==> config.mk <==
export PLATFORM = sky130hd
export DESIGN_NAME = tmr_alarm_timer
export DESIGN_NICKNAME = d
export VERILOG_FILES = /design/src/rtl/tmr_pkg.sv /design/src/rtl/tmr_counter.sv /design/src/rtl/tmr_alarm.sv /design/src/rtl/tmr_irq.sv /design/src/rtl/tmr_alarm_timer.sv
export SDC_FILE = /design/constraint.sdc
export NUM_CORES = 1
export LEC_CHECK = 0
export BUFFER_PORTS_ARGS = -buffer_cell sky130_fd_sc_hd__buf_2
export CORE_MARGIN = 10
export CORE_UTILIZATION = 60
export CTS_BUF_LIST = sky130_fd_sc_hd__clkbuf_16
export CTS_CLUSTER_DIAMETER = 80
export CTS_CLUSTER_SIZE = 28
export DETAILED_ROUTE_END_ITERATION = 10
export PLACE_DENSITY = 0.78
export SLEW_MARGIN = 10
export SYNTH_ARGS = -nofsm -noshare
export SYNTH_HDL_FRONTEND = slang
export SYNTH_SLANG_ARGS = --single-unit
export TNS_END_PERCENT = 5
==> constraint.sdc <==
create_clock -name clk -period 4.5 [get_ports clk]
set_input_delay 0.9 -clock clk [delete_from_list [all_inputs] [get_ports clk]]
set_output_delay 0.9 -clock clk [all_outputs]
set_load 0.1 [all_outputs]
==> src/rtl/tmr_pkg.sv <==
package tmr_pkg;
    localparam logic [7:0] OFS_WR_HI    = 8'h00;
    localparam logic [7:0] OFS_WR_LO    = 8'h04;
    localparam logic [7:0] OFS_RD_HI    = 8'h08;
    localparam logic [7:0] OFS_RD_LO    = 8'h0C;
    localparam logic [7:0] OFS_ALARM0   = 8'h10;
    localparam logic [7:0] OFS_ARMED    = 8'h20;
    localparam logic [7:0] OFS_RAW_HI   = 8'h24;
    localparam logic [7:0] OFS_RAW_LO   = 8'h28;
    localparam logic [7:0] OFS_DBGEN    = 8'h2C;
    localparam logic [7:0] OFS_PAUSE    = 8'h30;
    localparam logic [7:0] OFS_IRQ_RAW  = 8'h34;
    localparam logic [7:0] OFS_IRQ_EN   = 8'h38;
    localparam logic [7:0] OFS_IRQ_FRC  = 8'h3C;
    localparam logic [7:0] OFS_IRQ_STAT = 8'h40;

    typedef enum logic {
        ALM_IDLE  = 1'b0,
        ALM_ARMED = 1'b1
    } alm_state_e;
endpackage

==> src/rtl/tmr_counter.sv <==
module tmr_counter #(
    parameter int unsigned WORD_W = 32,
    parameter int unsigned DBG_N  = 2,
    localparam int unsigned CNT_W = 2 * WORD_W
) (
    input  logic              clk,
    input  logic              rst_n,
    input  logic              tick_i,
    input  logic              pause_i,
    input  logic [DBG_N-1:0]  dbg_en_i,
    input  logic [DBG_N-1:0]  dbg_act_i,
    input  logic              ld_lo_i,
    input  logic              ld_hi_i,
    input  logic [WORD_W-1:0] wdata_i,
    input  logic              latch_i,
    output logic [CNT_W-1:0]  cnt_o,
    output logic [WORD_W-1:0] hold_hi_o,
    output logic              halted_o
);
    logic [CNT_W-1:0]  cnt_q;
    logic [WORD_W-1:0] lo_stage_q;
    logic [WORD_W-1:0] hold_q;

    always_comb begin
        halted_o = pause_i | (|(dbg_en_i & dbg_act_i));
    end

    always_ff @(posedge clk or negedge rst_n) begin
        if (!rst_n) begin
            cnt_q      <= '0;
            lo_stage_q <= '0;
            hold_q     <= '0;
        end else begin
            if (ld_lo_i) begin
                lo_stage_q <= wdata_i;
            end
            if (ld_hi_i) begin
                cnt_q <= {wdata_i, lo_stage_q};
            end else if (tick_i && !halted_o) begin
                cnt_q <= cnt_q + CNT_W'(1);
            end
            if (latch_i) begin
                hold_q <= cnt_q[CNT_W-1:WORD_W];
            end
        end
    end

    assign cnt_o     = cnt_q;
    assign hold_hi_o = hold_q;
endmodule

==> src/rtl/tmr_alarm.sv <==
module tmr_alarm
    import tmr_pkg::*;
#(
    parameter int unsigned WORD_W = 32
) (
    input  logic              clk,
    input  logic              rst_n,
    input  logic              wr_i,
    input  logic [WORD_W-1:0] wdata_i,
    input  logic              disarm_i,
    input  logic [WORD_W-1:0] now_i,
    output logic              armed_o,
    output logic              fire_o
);
    alm_state_e        state_q, state_d;
    logic [WORD_W-1:0] target_q;
    logic              hit;

    assign hit = (target_q == now_i);

    // state register
    always_ff @(posedge clk or negedge rst_n) begin
        if (!rst_n) begin
            state_q  <= ALM_IDLE;
            target_q <= '0;
        end else begin
            state_q <= state_d;
            if (wr_i) begin
                target_q <= wdata_i;
            end
        end
    end

    // next state: arm, retarget, fire, cancel
    always_comb begin
        state_d = state_q;
        unique case (state_q)
            ALM_IDLE: begin
                if (wr_i) state_d = ALM_ARMED;
            end
            ALM_ARMED: begin
                if (wr_i)          state_d = ALM_ARMED;
                else if (hit)      state_d = ALM_IDLE;
                else if (disarm_i) state_d = ALM_IDLE;
            end
            default: state_d = ALM_IDLE;
        endcase
    end

    // outputs
    always_comb begin
        armed_o = 1'b0;
        fire_o  = 1'b0;
        unique case (state_q)
            ALM_IDLE: begin
                armed_o = 1'b0;
                fire_o  = 1'b0;
            end
            ALM_ARMED: begin
                armed_o = 1'b1;
                fire_o  = hit && !wr_i;
            end
            default: begin
                armed_o = 1'b0;
                fire_o  = 1'b0;
            end
        endcase
    end
endmodule

==> src/rtl/tmr_irq.sv <==
module tmr_irq #(
    parameter int unsigned N = 4
) (
    input  logic         clk,
    input  logic         rst_n,
    input  logic [N-1:0] fire_i,
    input  logic         clr_wr_i,
    input  logic         en_wr_i,
    input  logic         frc_wr_i,
    input  logic [N-1:0] wdata_i,
    output logic [N-1:0] raw_o,
    output logic [N-1:0] en_o,
    output logic [N-1:0] frc_o,
    output logic [N-1:0] irq_o
);
    logic [N-1:0] raw_q, en_q, frc_q;
    logic [N-1:0] clr_mask;

    assign clr_mask = clr_wr_i ? wdata_i : '0;

    always_ff @(posedge clk or negedge rst_n) begin
        if (!rst_n) begin
            raw_q <= '0;
            en_q  <= '0;
            frc_q <= '0;
        end else begin
            raw_q <= (raw_q & ~clr_mask) | fire_i;
            if (en_wr_i)  en_q  <= wdata_i;
            if (frc_wr_i) frc_q <= wdata_i;
        end
    end

    assign raw_o = raw_q;
    assign en_o  = en_q;
    assign frc_o = frc_q;
    assign irq_o = (raw_q | frc_q) & en_q;
endmodule

==> src/rtl/tmr_alarm_timer.sv <==
module tmr_alarm_timer
    import tmr_pkg::*;
#(
    parameter int unsigned WORD_W  = 32,
    parameter int unsigned N_ALARM = 4,
    parameter int unsigned DBG_N   = 2
) (
    input  logic               clk,
    input  logic               rst_n,
    input  logic               tick_i,
    input  logic [DBG_N-1:0]   dbg_active_i,
    input  logic [7:0]         bus_addr_i,
    input  logic               bus_wr_i,
    input  logic [WORD_W-1:0]  bus_wdata_i,
    input  logic               bus_rd_i,
    output logic [WORD_W-1:0]  bus_rdata_o,
    output logic [N_ALARM-1:0] irq_o
);
    localparam int unsigned CNT_W = 2 * WORD_W;

    logic [CNT_W-1:0]   cnt_w;
    logic [WORD_W-1:0]  hold_hi_w;
    logic               halted_w;
    logic               pause_q;
    logic [DBG_N-1:0]   dbg_en_q;
    logic [N_ALARM-1:0] armed_w, fire_w, raw_w, inte_w, frc_w;
    logic               disarm_wr;

    logic wr_hi, wr_lo, rd_lo;
    assign wr_hi     = bus_wr_i && (bus_addr_i == OFS_WR_HI);
    assign wr_lo     = bus_wr_i && (bus_addr_i == OFS_WR_LO);
    assign rd_lo     = bus_rd_i && (bus_addr_i == OFS_RD_LO);
    assign disarm_wr = bus_wr_i && (bus_addr_i == OFS_ARMED);

    always_ff @(posedge clk or negedge rst_n) begin
        if (!rst_n) begin
            pause_q  <= 1'b0;
            dbg_en_q <= '0;
        end else if (bus_wr_i) begin
            if (bus_addr_i == OFS_PAUSE) pause_q  <= bus_wdata_i[0];
            if (bus_addr_i == OFS_DBGEN) dbg_en_q <= bus_wdata_i[DBG_N-1:0];
        end
    end

    tmr_counter #(.WORD_W(WORD_W), .DBG_N(DBG_N)) u_cnt (
        .clk       (clk),
        .rst_n     (rst_n),
        .tick_i    (tick_i),
        .pause_i   (pause_q),
        .dbg_en_i  (dbg_en_q),
        .dbg_act_i (dbg_active_i),
        .ld_lo_i   (wr_lo),
        .ld_hi_i   (wr_hi),
        .wdata_i   (bus_wdata_i),
        .latch_i   (rd_lo),
        .cnt_o     (cnt_w),
        .hold_hi_o (hold_hi_w),
        .halted_o  (halted_w)
    );

    for (genvar k = 0; k < N_ALARM; k++) begin : g_alarm
        localparam logic [7:0] ALM_ADDR = OFS_ALARM0 + 8'(4 * k);
        logic alm_wr;
        assign alm_wr = bus_wr_i && (bus_addr_i == ALM_ADDR);
        tmr_alarm #(.WORD_W(WORD_W)) u_alm (
            .clk      (clk),
            .rst_n    (rst_n),
            .wr_i     (alm_wr),
            .wdata_i  (bus_wdata_i),
            .disarm_i (disarm_wr && bus_wdata_i[k]),
            .now_i    (cnt_w[WORD_W-1:0]),
            .armed_o  (armed_w[k]),
            .fire_o   (fire_w[k])
        );
    end

    tmr_irq #(.N(N_ALARM)) u_irq (
        .clk      (clk),
        .rst_n    (rst_n),
        .fire_i   (fire_w),
        .clr_wr_i (bus_wr_i && (bus_addr_i == OFS_IRQ_RAW)),
        .en_wr_i  (bus_wr_i && (bus_addr_i == OFS_IRQ_EN)),
        .frc_wr_i (bus_wr_i && (bus_addr_i == OFS_IRQ_FRC)),
        .wdata_i  (bus_wdata_i[N_ALARM-1:0]),
        .raw_o    (raw_w),
        .en_o     (inte_w),
        .frc_o    (frc_w),
        .irq_o    (irq_o)
    );

    always_comb begin
        bus_rdata_o = '0;
        if (bus_rd_i) begin
            case (bus_addr_i)
                OFS_RD_HI:    bus_rdata_o = hold_hi_w;
                OFS_RD_LO:    bus_rdata_o = cnt_w[WORD_W-1:0];
                OFS_RAW_HI:   bus_rdata_o = cnt_w[CNT_W-1:WORD_W];
                OFS_RAW_LO:   bus_rdata_o = cnt_w[WORD_W-1:0];
                OFS_ARMED:    bus_rdata_o[N_ALARM-1:0] = armed_w;
                OFS_DBGEN:    bus_rdata_o[DBG_N-1:0]   = dbg_en_q;
                OFS_PAUSE:    bus_rdata_o[0]           = pause_q;
                OFS_IRQ_RAW:  bus_rdata_o[N_ALARM-1:0] = raw_w;
                OFS_IRQ_EN:   bus_rdata_o[N_ALARM-1:0] = inte_w;
                OFS_IRQ_FRC:  bus_rdata_o[N_ALARM-1:0] = frc_w;
                OFS_IRQ_STAT: bus_rdata_o[N_ALARM-1:0] = irq_o;
                default:      bus_rdata_o = '0;
            endcase
        end
    end
endmodule

==> reports/metrics.yaml <==
synthesis:
  async_flop_share_pct: 100
  ys_warn_count: 0
  seq_area_frac_synth_pct: 48.5
  postSynthCellCount: 1265
  synth_flop_cell: "dfrtp_1"
  synth_cell_types: 65
  avgSynthCellArea_sq_um: 11.2
  syn_area_sq_um: 14200
  synth_seq_cells: 275
  syn_nets: 1313
  synth_edf_count: 0
timing:
  max-slew-margin-rel_pct: 20.4
  rsz0062_at_grt: "false"
  layout_setup_ws_ns: 0.461
  setup_violations: 0
  fin_skew_ns: 0.0164
  max_freq_mhz: 248
  maxSlewViolCount: 0
  whs_ns: 0.479
  finalHoldViolCount: 0
  worstMarginPinSlew_ns: 1.19
  finalCritPeriodShare_pct: 89.8
  period_minus_slack_ns: 4.04
critical_path:
  crit_family: "compound AO/OA/AOI/OAI gates"
  cp_max_fo: 28
  path_buf_inv: 3
  crit_path_start_kind: "input port"
  crit_path_end_kind: "output port"
  cp_num_cells: 7
  required_ns: 3.60
  cpPeakStageDelay_ns: 1.01
  worstPathCellList: "buf_2 -> nor4_1 -> buf_4 -> and3_1 -> o31ai_4 -> nor2_1 -> buf_12"
  worstRegToRegCells: 6
  cp.arrival_ns: 3.14
  worst-setup-path-type: "input port to output port"
  cpMaxStageDelayCell: "o31ai_4"
cts:
  cts_setup_buffers: 0
  htree_levels: 1
  tritoncts: "built"
  clock_latency_ns: 0.50
  clockBufferDepth: 3
  cts_buffers: 15
  clk_pin_slew_worst_paths_ns: 0.09
  clock-root-buffer: "clkbuf_16"
  ctsHoldBuffers: 0
  post_cts_resized: 0
  clkSinkCount: 275
hold_path:
  min_path_type: "input port to asynchronous set/reset pin"
detailed_routing:
  ant_nets: 0
  drt_pre_antenna_iters: 7
  drt_wl_total_microns: 39800
  via_count: 10400
  drt_drc_violations_left: 0
  first_iter_violations: 1350
  via_per_inst: 6.42
  post_drt_wl_per_cell_microns: 24.5
job:
  cap_violations: 0
global_route:
  grt_pass1_vias: 10500
  antenna_found_initial: 1
  grt_pass1_wl_microns: 61200
  grt_max_degree: 118
  track_usage_pct: 25.6
  grt-ovfl-total: 0
place:
  io_buffers: 82
  preCtsSetupSlack_ns: 0.471
  place_area_sq_um: 15200
  gp_congestion: 0.898
  dpl.hpwl_microns: 27900
final_layout:
  fillers: 1829
  final_cell_mix: "275 x dfrtp_1, 201 x mux2_2, 119 x xor2_1, 117 x nor2_1, 73 x xnor2_1"
  layout_commonest_cell: "dfrtp_1"
  antenna_cells: 0
  multi_input_area_sq_um: 6800
  finalNetCount: 1346
  register_area_sq_um: 6880
  syn_to_final_growth_pct: 10.8
  drive_gt1_share_pct: 27.2
  final_design_area_no_fill_sq_um: 15700
die:
  die_area_sq_um: 30200
  start_util_pct: 60.6
  die_h_microns: 174
  die_w_microns: 174
  core_sq_um: 23400
  io_pins: 83
  placement_rows: 56
pwr:
  p_leak_nw: 7.52
  power_density_nw_per_um2: 336
  vdd_drop_max_v: 0.000272
outcome:
  status: "finished clean"
## cell type report
type                            count  area share, %
Sequential cell                   275           43.8
Multi-Input combinational cell    881           43.3
Timing Repair Buffer              110           7.05
Tap cell                          319           2.54
Clock buffer                       15           2.39
Clock inverter                      8          0.652
Inverter                           15          0.358
## through the flow
step                      setup TNS (ns)  utilization (%)  total power (W)  instances
final                                  0             67.2          0.00528       1623
after detailed placement               0             65.2          0.00373       1600
after floorplan                  -0.0223                -          0.00339       1265
after global placement                 0             65.2          0.00370       1600
after global routing                   0             67.2          0.00546       1623
after CTS                              0             67.2          0.00528       1623
## per-layer routing
metal	up-vias	track usage [%]	share of wire, %
li1	4546	-	-
met1	5308	35.9	41
met2	490	39.8	46
met3	71	4.79	9.5
met4	0	7.09	2.6
met5	-	0	0
## power breakdown
part	internal [W]	switching, W	total [W]
sequential	0.00262	0.000331	0.00295
clock	0.000701	0.000870	0.00157
combinational	0.000341	0.000419	0.000760
## worst reg2reg max path, cell delays in order (launching register included)
cell and delay [ns]:
dfrtp_1 0.72, ha_1 0.24, a21bo_2 0.23, nor4b_1 0.58, or4b_4 0.70, or4_1 0.52, a31oi_1 0.17
## worst paths after layout
path                       slack [ns]                      startpoint                                        end
setup / recovery                 0.46                   bus_addr_i[4]                            bus_rdata_o[15]
min in group clk                 0.49  u_cnt.hold_hi_o[4]$_DFFE_PN0P_             u_cnt.hold_hi_o[4]$_DFFE_PN0P_
hold / removal                   0.48                           rst_n             u_cnt.hold_hi_o[3]$_DFFE_PN0P_
max in group asynchronous        3.02                           rst_n  g_alarm[0].u_alm.target_q[12]$_DFFE_PN0P_
setup reg to reg                 1.27      u_cnt.cnt_o[1]$_DFFE_PN0P_                u_cnt.cnt_o[56]$_DFFE_PN0P_
hold reg to reg                  0.49  u_cnt.hold_hi_o[4]$_DFFE_PN0P_             u_cnt.hold_hi_o[4]$_DFFE_PN0P_
## state kept, by name (all words and copies together) (netlist names), 4 cells and up
| register | cells |
|---|---|
| g_alarm.u_alm.target_q | 128 |
| u_cnt.cnt_o | 64 |
| u_cnt.hold_hi_o | 32 |
| u_cnt.lo_stage_q | 32 |
| g_alarm.u_alm.state_q | 4 |
| u_irq.en_o | 4 |
| u_irq.frc_o | 4 |
| u_irq.raw_o | 4 |
## kinds of logic after synthesis
kind of cell	Yosys count	share of synthesized area [%]
fa+ha+maj	1	0.0882
xor+xnor	192	11.9
simple gates	349	13.1
mux	206	16.3
flops	275	48.5
compound gates	133	6.40
buf+inv	109	3.78
## Yosys cell counts (all sizes together), types with 2 or more instances
cell type | number | area, sq um
xnor2 | 73 | 639
o22ai | 5 | 31.3
clkbuf | 48 | 181
a221oi | 2 | 17.5
or4 | 2 | 15.0
a22o | 2 | 17.5
nand2 | 55 | 206
nor4b | 5 | 71.3
nand3b | 2 | 15.0
a222oi | 28 | 280
a31oi | 2 | 12.5
nand4b | 2 | 17.5
nor4 | 41 | 308
nor3 | 25 | 146
a22oi | 5 | 37.5
nand2b | 2 | 12.5
and4 | 5 | 46.3
and3 | 11 | 68.8
and2 | 12 | 75.1
mux2i | 5 | 50.1
nand4 | 34 | 228
xor2 | 119 | 1040
dfrtp | 275 | 6880
nand3 | 29 | 150
mux2 | 201 | 2260
a32o | 3 | 30.0
o31ai | 2 | 20.0
buf | 46 | 299
nor2 | 118 | 443
o21ai | 10 | 50.1
a21oi | 63 | 315
inv | 15 | 56.3
Power figures use the tool's default switching activity.
